[src/rtl/dbgp_pkg.sv]
package dbgp_pkg;

  typedef enum logic [1:0] {
    ST_DATA = 2'b00,
    ST_SEQ  = 2'b01,
    ST_IRQ  = 2'b10,
    ST_NULL = 2'b11
  } dbgp_status_e;

  // Priority: sequencing error, then queued CPU data, then interrupt, else null.
  function automatic dbgp_status_e pick_status(input logic seq_pend,
                                               input logic data_pend,
                                               input logic irq);
    if (seq_pend)       pick_status = ST_SEQ;
    else if (data_pend) pick_status = ST_DATA;
    else if (irq)       pick_status = ST_IRQ;
    else                pick_status = ST_NULL;
  endfunction

endpackage

[src/rtl/dbgp_rx.sv]
module dbgp_rx #(
  parameter int unsigned PAY_W = 32
) (
  input  logic               clk,
  input  logic               rst_n,
  input  logic               sdi,
  output logic               busy,
  output logic               start_evt,
  output logic               done_evt,
  output logic [PAY_W+1:0]   frame_o
);
  localparam int unsigned FR_W = PAY_W + 2;
  localparam int unsigned CW   = $clog2(FR_W + 1);

  logic [CW-1:0]   cnt;
  logic [FR_W-1:0] sr;

  assign start_evt = !busy && sdi;
  assign done_evt  = busy && (cnt == CW'(FR_W - 1));
  assign frame_o   = {sr[FR_W-2:0], sdi};

  always_ff @(posedge clk or negedge rst_n) begin
    if (!rst_n) begin
      busy <= 1'b0;
      cnt  <= '0;
      sr   <= '0;
    end else if (start_evt) begin
      busy <= 1'b1;
      cnt  <= '0;
    end else if (busy) begin
      sr  <= frame_o;
      cnt <= cnt + 1'b1;
      if (done_evt) busy <= 1'b0;
    end
  end


  start_opens_frame_chk: assert property (@(posedge clk) disable iff (!rst_n)
    start_evt |=> (busy && cnt == '0));

  frame_closes_chk: assert property (@(posedge clk) disable iff (!rst_n)
    done_evt |=> !busy);

endmodule

[src/rtl/dbgp_pace.sv]
module dbgp_pace (
  input  logic clk,
  input  logic rst_n,
  input  logic dbg_mode,
  input  logic cpu_rd,
  input  logic start_evt,
  input  logic done_evt,
  input  logic short_frame,
  output logic rdy,
  output logic seq_pend,
  output logic deliver
);
  logic early_q;
  logic disc_q;
  logic refused;
  logic early_now;
  logic rdy_set;

  assign early_now = start_evt && !rdy;
  assign refused   = !dbg_mode && !short_frame;
  assign deliver   = done_evt && !disc_q && !refused;
  assign rdy_set   = (dbg_mode && cpu_rd) || (!dbg_mode && done_evt);

  always_ff @(posedge clk or negedge rst_n) begin
    if (!rst_n) begin
      rdy      <= 1'b1;
      seq_pend <= 1'b0;
      early_q  <= 1'b0;
      disc_q   <= 1'b0;
    end else begin
      rdy <= rdy_set || (rdy && !start_evt);
      if (start_evt) begin
        early_q  <= early_now;
        disc_q   <= early_now || seq_pend;
        seq_pend <= 1'b0;
      end else if (done_evt && (early_q || (refused && !disc_q))) begin
        seq_pend <= 1'b1;
      end
    end
  end


  normal_ready_chk: assert property (@(posedge clk) disable iff (!rst_n)
    (done_evt && !dbg_mode) |=> rdy);

  no_ready_without_read_chk: assert property (@(posedge clk) disable iff (!rst_n)
    (dbg_mode && !rdy && !cpu_rd && !done_evt) |=> !rdy);

  early_flags_error_chk: assert property (@(posedge clk) disable iff (!rst_n)
    (done_evt && early_q) |=> seq_pend);

endmodule

[src/rtl/dbgp_tx.sv]
module dbgp_tx
  import dbgp_pkg::*;
#(
  parameter int unsigned PAY_W = 32
) (
  input  logic             clk,
  input  logic             rst_n,
  input  logic             start_evt,
  input  logic             busy,
  input  logic             rdy,
  input  logic             seq_pend,
  input  logic             dbg_mode,
  input  logic             dl_busy,
  input  logic             cpu_irq,
  input  logic             cpu_wr,
  input  logic [PAY_W-1:0] cpu_wdata,
  output logic             sdo
);
  localparam int unsigned SW = PAY_W + 2;

  // Word sent with any non-data status: freeze, inverted download busy, ones.
  function automatic logic [PAY_W-1:0] idle_word(input logic frz, input logic dlb);
    idle_word          = '1;
    idle_word[PAY_W-1] = frz;
    idle_word[PAY_W-2] = !dlb;
  endfunction

  logic             tx_valid;
  logic [PAY_W-1:0] tx_data;
  logic [SW-1:0]    sr;
  dbgp_status_e     st_now;
  dbgp_status_e     st_q;
  logic [PAY_W-1:0] word_now;
  logic             consume;

  assign st_now   = pick_status(seq_pend, tx_valid, cpu_irq);
  assign word_now = (st_now == ST_DATA) ? tx_data : idle_word(dbg_mode, dl_busy);
  assign consume  = start_evt && (st_now == ST_DATA);
  assign sdo      = busy ? sr[SW-1] : !rdy;

  always_ff @(posedge clk or negedge rst_n) begin
    if (!rst_n) begin
      tx_valid <= 1'b0;
      tx_data  <= '0;
      sr       <= '1;
      st_q     <= ST_NULL;
    end else begin
      tx_valid <= (tx_valid && !consume) || cpu_wr;
      if (cpu_wr) tx_data <= cpu_wdata;
      if (start_evt) begin
        sr   <= {st_now, word_now};
        st_q <= st_now;
      end else if (busy) begin
        sr <= {sr[SW-2:0], 1'b1};
      end
    end
  end


  seq_wins_chk: assert property (@(posedge clk) disable iff (!rst_n)
    (start_evt && seq_pend) |=> (st_q == ST_SEQ));

  data_drained_chk: assert property (@(posedge clk) disable iff (!rst_n)
    (start_evt && !seq_pend && tx_valid && !cpu_wr) |=> (!tx_valid && st_q == ST_DATA));

endmodule

[src/rtl/dbg_serial_port.sv]
module dbg_serial_port #(
  parameter int unsigned PAY_W = 32,
  parameter int unsigned CMD_W = 5
) (
  input  logic             clk,
  input  logic             rst_n,
  input  logic             dbg_mode,
  input  logic             dl_busy,
  input  logic             cpu_irq,
  input  logic             sdi,
  output logic             sdo,
  input  logic             cpu_rd_req,
  input  logic             cpu_wr,
  input  logic [PAY_W-1:0] cpu_wdata,
  output logic [PAY_W-1:0] instr_word,
  output logic             instr_vld,
  output logic [PAY_W-1:0] data_word,
  output logic             data_vld,
  output logic [CMD_W-1:0] ctl_cmd,
  output logic             ctl_vld
);
  localparam int unsigned FR_W    = PAY_W + 2;
  localparam int unsigned CMD_TOP = PAY_W - 3;

  logic             busy, start_evt, done_evt;
  logic [FR_W-1:0]  frame;
  logic             mode_bit, ctrl_bit;
  logic [PAY_W-1:0] payload;
  logic             rdy, seq_pend, deliver;

  assign mode_bit = frame[FR_W-1];
  assign ctrl_bit = frame[FR_W-2];
  assign payload  = frame[PAY_W-1:0];

  dbgp_rx #(.PAY_W(PAY_W)) u_rx (
    .clk(clk), .rst_n(rst_n), .sdi(sdi), .busy(busy),
    .start_evt(start_evt), .done_evt(done_evt), .frame_o(frame)
  );

  dbgp_pace u_pace (
    .clk(clk), .rst_n(rst_n), .dbg_mode(dbg_mode), .cpu_rd(cpu_rd_req),
    .start_evt(start_evt), .done_evt(done_evt), .short_frame(mode_bit),
    .rdy(rdy), .seq_pend(seq_pend), .deliver(deliver)
  );

  dbgp_tx #(.PAY_W(PAY_W)) u_tx (
    .clk(clk), .rst_n(rst_n), .start_evt(start_evt), .busy(busy), .rdy(rdy),
    .seq_pend(seq_pend), .dbg_mode(dbg_mode), .dl_busy(dl_busy),
    .cpu_irq(cpu_irq), .cpu_wr(cpu_wr), .cpu_wdata(cpu_wdata), .sdo(sdo)
  );

  always_ff @(posedge clk or negedge rst_n) begin
    if (!rst_n) begin
      instr_word <= '0;
      data_word  <= '0;
      ctl_cmd    <= '0;
      instr_vld  <= 1'b0;
      data_vld   <= 1'b0;
      ctl_vld    <= 1'b0;
    end else begin
      instr_vld <= 1'b0;
      data_vld  <= 1'b0;
      ctl_vld   <= 1'b0;
      if (deliver) begin
        if (mode_bit) begin
          ctl_cmd <= payload[CMD_TOP -: CMD_W];
          ctl_vld <= 1'b1;
        end else if (ctrl_bit) begin
          data_word <= payload;
          data_vld  <= 1'b1;
        end else begin
          instr_word <= payload;
          instr_vld  <= 1'b1;
        end
      end
    end
  end


  one_delivery_chk: assert property (@(posedge clk) disable iff (!rst_n)
    $onehot0({instr_vld, data_vld, ctl_vld}));

  pulse_after_frame_chk: assert property (@(posedge clk) disable iff (!rst_n)
    (instr_vld || data_vld || ctl_vld) |-> $past(done_evt));

  busy_line_high_chk: assert property (@(posedge clk) disable iff (!rst_n)
    (start_evt && !cpu_rd_req && dbg_mode) |=> ##1 (busy || sdo));

endmodule

[config.mk]
export PLATFORM = sky130hd
export DESIGN_NAME = dbg_serial_port
export DESIGN_NICKNAME = d
export VERILOG_FILES = /design/src/rtl/dbgp_pkg.sv /design/src/rtl/dbgp_rx.sv /design/src/rtl/dbgp_pace.sv /design/src/rtl/dbgp_tx.sv /design/src/rtl/dbg_serial_port.sv
export SDC_FILE = /design/constraint.sdc
export NUM_CORES = 1
export LEC_CHECK = 0
export CORE_MARGIN = 2
export CORE_UTILIZATION = 30
export DETAILED_ROUTE_END_ITERATION = 8
export GPL_TIMING_DRIVEN = 0
export PLACE_DENSITY = 0.5
export RECOVER_POWER = 50
export SYNTH_ARGS = -nofsm -noshare
export SYNTH_HDL_FRONTEND = slang
export SYNTH_SLANG_ARGS = --single-unit
[constraint.sdc]
create_clock -name clk -period 2.15 [get_ports clk]
set_input_delay 0.215 -clock clk [delete_from_list [all_inputs] [get_ports clk]]
set_output_delay 0.215 -clock clk [all_outputs]
set_load 0.02 [all_outputs]
==> results.py <==
metrics = {
    "place": {
        "placed_cells": 982,
        "dp_hpwl_um": 10620,
        "routabilityCongestion": 0.7581,
        "port-buffer-count": 110,
    },
    "timing": {
        "period_share_pct": 97.54,
        "hold_viol": 0,
        "finalSetupTns_ps": 0,
        "worstMarginPinSlew_ps": 1123,
        "relSlewSlack_pct": 25.11,
        "timing.fmax_ghz": 0.4768,
        "period_needed_ps": 2097,
        "maxSlewViolCount": 0,
        "rsz0062_at_grt": "no",
        "finalSetupViolations": 0,
        "fin_skew_ps": 8.127,
    },
    "floorplanning": {
        "fp.coreArea_sq_um": 25110,
        "die_area_sq_um": 26740,
        "initial_utilization_pct": 30.40,
        "num_rows": 58,
        "dieHeight_um": 163.5,
        "fp.dieW_um": 163.5,
        "pin_count": 113,
    },
    "logic_synthesis": {
        "synth_top_cell_area_share_pct": 48.52,
        "ys_top_cells_by_count": "148 x dfrtp_1, 75 x mux2_2, 59 x mux2_4, 41 x nand2_1, 41 x o21ai_0",
        "yosysSeqAreaShare_pct": 60.56,
        "avgSynthCellArea_sq_um": 14.11,
        "post-synth-top-count-cell": "dfrtp_1",
        "synth_cells": 541,
        "synth_nets": 583,
        "synthTopCellsByArea": "dfrtp_1 49%, dfstp_2 12%, mux2_4 12%, mux2_2 11%, o21a_1 2.9%",
        "synth.cell_area_sq_um": 7634,
        "synth_cell_types": 38,
        "synth_edf_count": 0,
        "yosysWarnings": 0,
        "yosys_register_bits": 183,
        "yosys_most_used_dff": "dfrtp_1",
        "async_reset_ff_share_pct": 100.0,
        "yosysTopAreaCell": "dfrtp_1",
    },
    "grt": {
        "grt_pass1_vias": 4742,
        "grt_max_degree": 125,
        "grt_usage_pct": 11.94,
        "grt_pass1_wl_um": 25040,
        "overflow": 0,
        "grt_antenna_before_repair": 1,
    },
    "worst_setup_path": {
        "critPathMaxFanout": 6,
        "end_kind": "flop",
        "crit_path_start_kind": "flop",
        "slowest_delay_ps": 550,
        "cp_data_required_time_ps": 2460,
        "arrival_ps": 2410,
        "path_cells": "or4b_4 > or4_4 > clkbuf_16 > mux2_4",
        "path_class": "reg -> reg",
        "slowest_stage": "or4b_4",
    },
    "detailed_routing": {
        "final_antenna_net_count": 0,
        "via_per_inst": 4.420,
        "dr_total_vias": 4517,
        "drtPass1Iterations": 4,
        "drcViolationCount": 0,
        "dr.first_iter.drc_count": 172,
        "routedWlPerCell_um": 14.71,
        "wl_um": 15040,
    },
    "outcome": {
        "outcome": "complete, no violations",
    },
    "clock_tree": {
        "cts_tree": "done",
        "clkLatencyLatePin_ps": 420,
        "cts_buffers": 17,
        "cts_root_buf": "clkbuf_16",
        "clock_path_buffers": 2,
        "clock-sinks": 183,
        "h-tree-depth": 4,
        "clkSlewWorstSetupHoldPaths_ps": 70,
    },
    "pwr": {
        "max-vdd-ir-drop_uv": 503.2,
        "p_leak_nw": 4.506,
        "p_per_area_nw_per_um2": 1226,
    },
    "final_layout": {
        "finalNonFillerCells": 1022,
        "fin_nets": 721,
        "area_delta_synth_final_pct": 29.65,
        "drive_gt1_share_pct": 33.24,
        "diodes": 0,
    },
    "worst_hold_path": {
        "hold_path_class": "in -> reg",
    },
    "job": {
        "max_cap_violations": 0,
    },
}
-- layer usage --
metal  vias to the layer above  share of wire, %  track usage [%]
li1                       2166                 -                -
met1                      2226                47            16.42
met2                       108                46            18.32
met3                        15               5.0            3.200
met4                         2               1.1            3.907
met5                         -             0.053                0
-- final cells by class --
type | instances | area (sq um)
buffer | 30 | 226.5
clock buffer | 18 | 429.2
clock inverter | 14 | 195.2
fill | 2401 | 15210
inverter | 4 | 15.01
multi-input combinational | 321 | 2773
sequential | 183 | 4624
tap | 330 | 412.9
timing repair buffer | 122 | 1221
-- repair_timing --
item,in CTS,in global routing
endpoints found under the hold margin,59,0
resized for setup,11,6
setup endpoints to repair,76,75
buffers inserted,5,4
gates cloned,0,1
pin swaps,2,2
hold buffers,1,0
-- sequential cells by signal, summed over array words and instances, names as in the netlist, 5 cells and up --
signal and count:
ctl_cmd 5, u_tx.sr 34, data_word 32, u_rx.sr 33, u_tx.tx_data 32, u_rx.cnt 6
instr_word 32
-- per-stage QoR --
step	power, mW	cell area (sq um)	setup WS [ps]	util (%)	hold WS (ps)
after floorplan	7.538	7634	10.35	-	-80.59
after global placement	8.709	9148	-6502	36.43	463.7
after detailed placement	8.830	9180	-835.1	36.56	171.7
after CTS	12.29	9851	12.18	39.23	219.1
after global routing	12.94	9897	14.82	39.42	247.9
final	12.14	9897	52.80	39.42	228.9
-- report_power, final --
| part | leakage, nW | internal [mW] | total, mW | switching [mW] |
|---|---|---|---|---|
| logic | 1.95 | 1.92 | 3.35 | 1.43 |
| clock network | 0.305 | 1.96 | 3.30 | 1.34 |
| registers | 2.25 | 4.70 | 5.48 | 0.779 |
| total | 4.51 | 8.58 | 12.1 | 3.56 |
-- worst paths after layout --
path	from	endpoint	slack, ps	depth (start not counted)
worst max-delay path	u_rx.cnt[2]	data_word[7]	50	4
worst min-delay path	cpu_wr	u_tx.tx_data[31]	230	2
min in group asynchronous	rst_n	instr_word[8]	300	2
worst min register to register	u_tx.sr[30]	u_tx.sr[31]	480	2
max in group asynchronous	rst_n	u_pace.disc_q	350	3
worst max register to register	u_rx.cnt[2]	data_word[7]	50	4
-- cells by family after synthesis --
logic type	count (synthesis)	share of synthesized area, %
simple gates	100	6.098
fa+ha+maj	2	0.3278
xor+xnor	1	0.1148
buf+inv	37	3.295
compound gates	83	6.802
flops	183	60.56
mux	135	22.80
-- cells in the final DEF, fill, tap and decap left out, drive strengths merged, types with 3 or more instances in the layout --
cell	instances
dfrtp	148
mux2	134
clkdlybuf4s50	108
o21ai	41
nand2	41
clkbuf	40
nor2	35
dfstp	35
o21a	29
buf	20
inv	8
nand2b	5
clkinv	5
bufinv	4
nand3	3
o31ai	3
nor2b	3
-- worst max-delay path, delay by kind of cell, from the launching register on --
family        cells  cell delay (ps)
buf+inv           1              210
flops             1              390
mux               1              290
simple gates      2             1100
No activity file was read; power rests on OpenSTA's default activity.
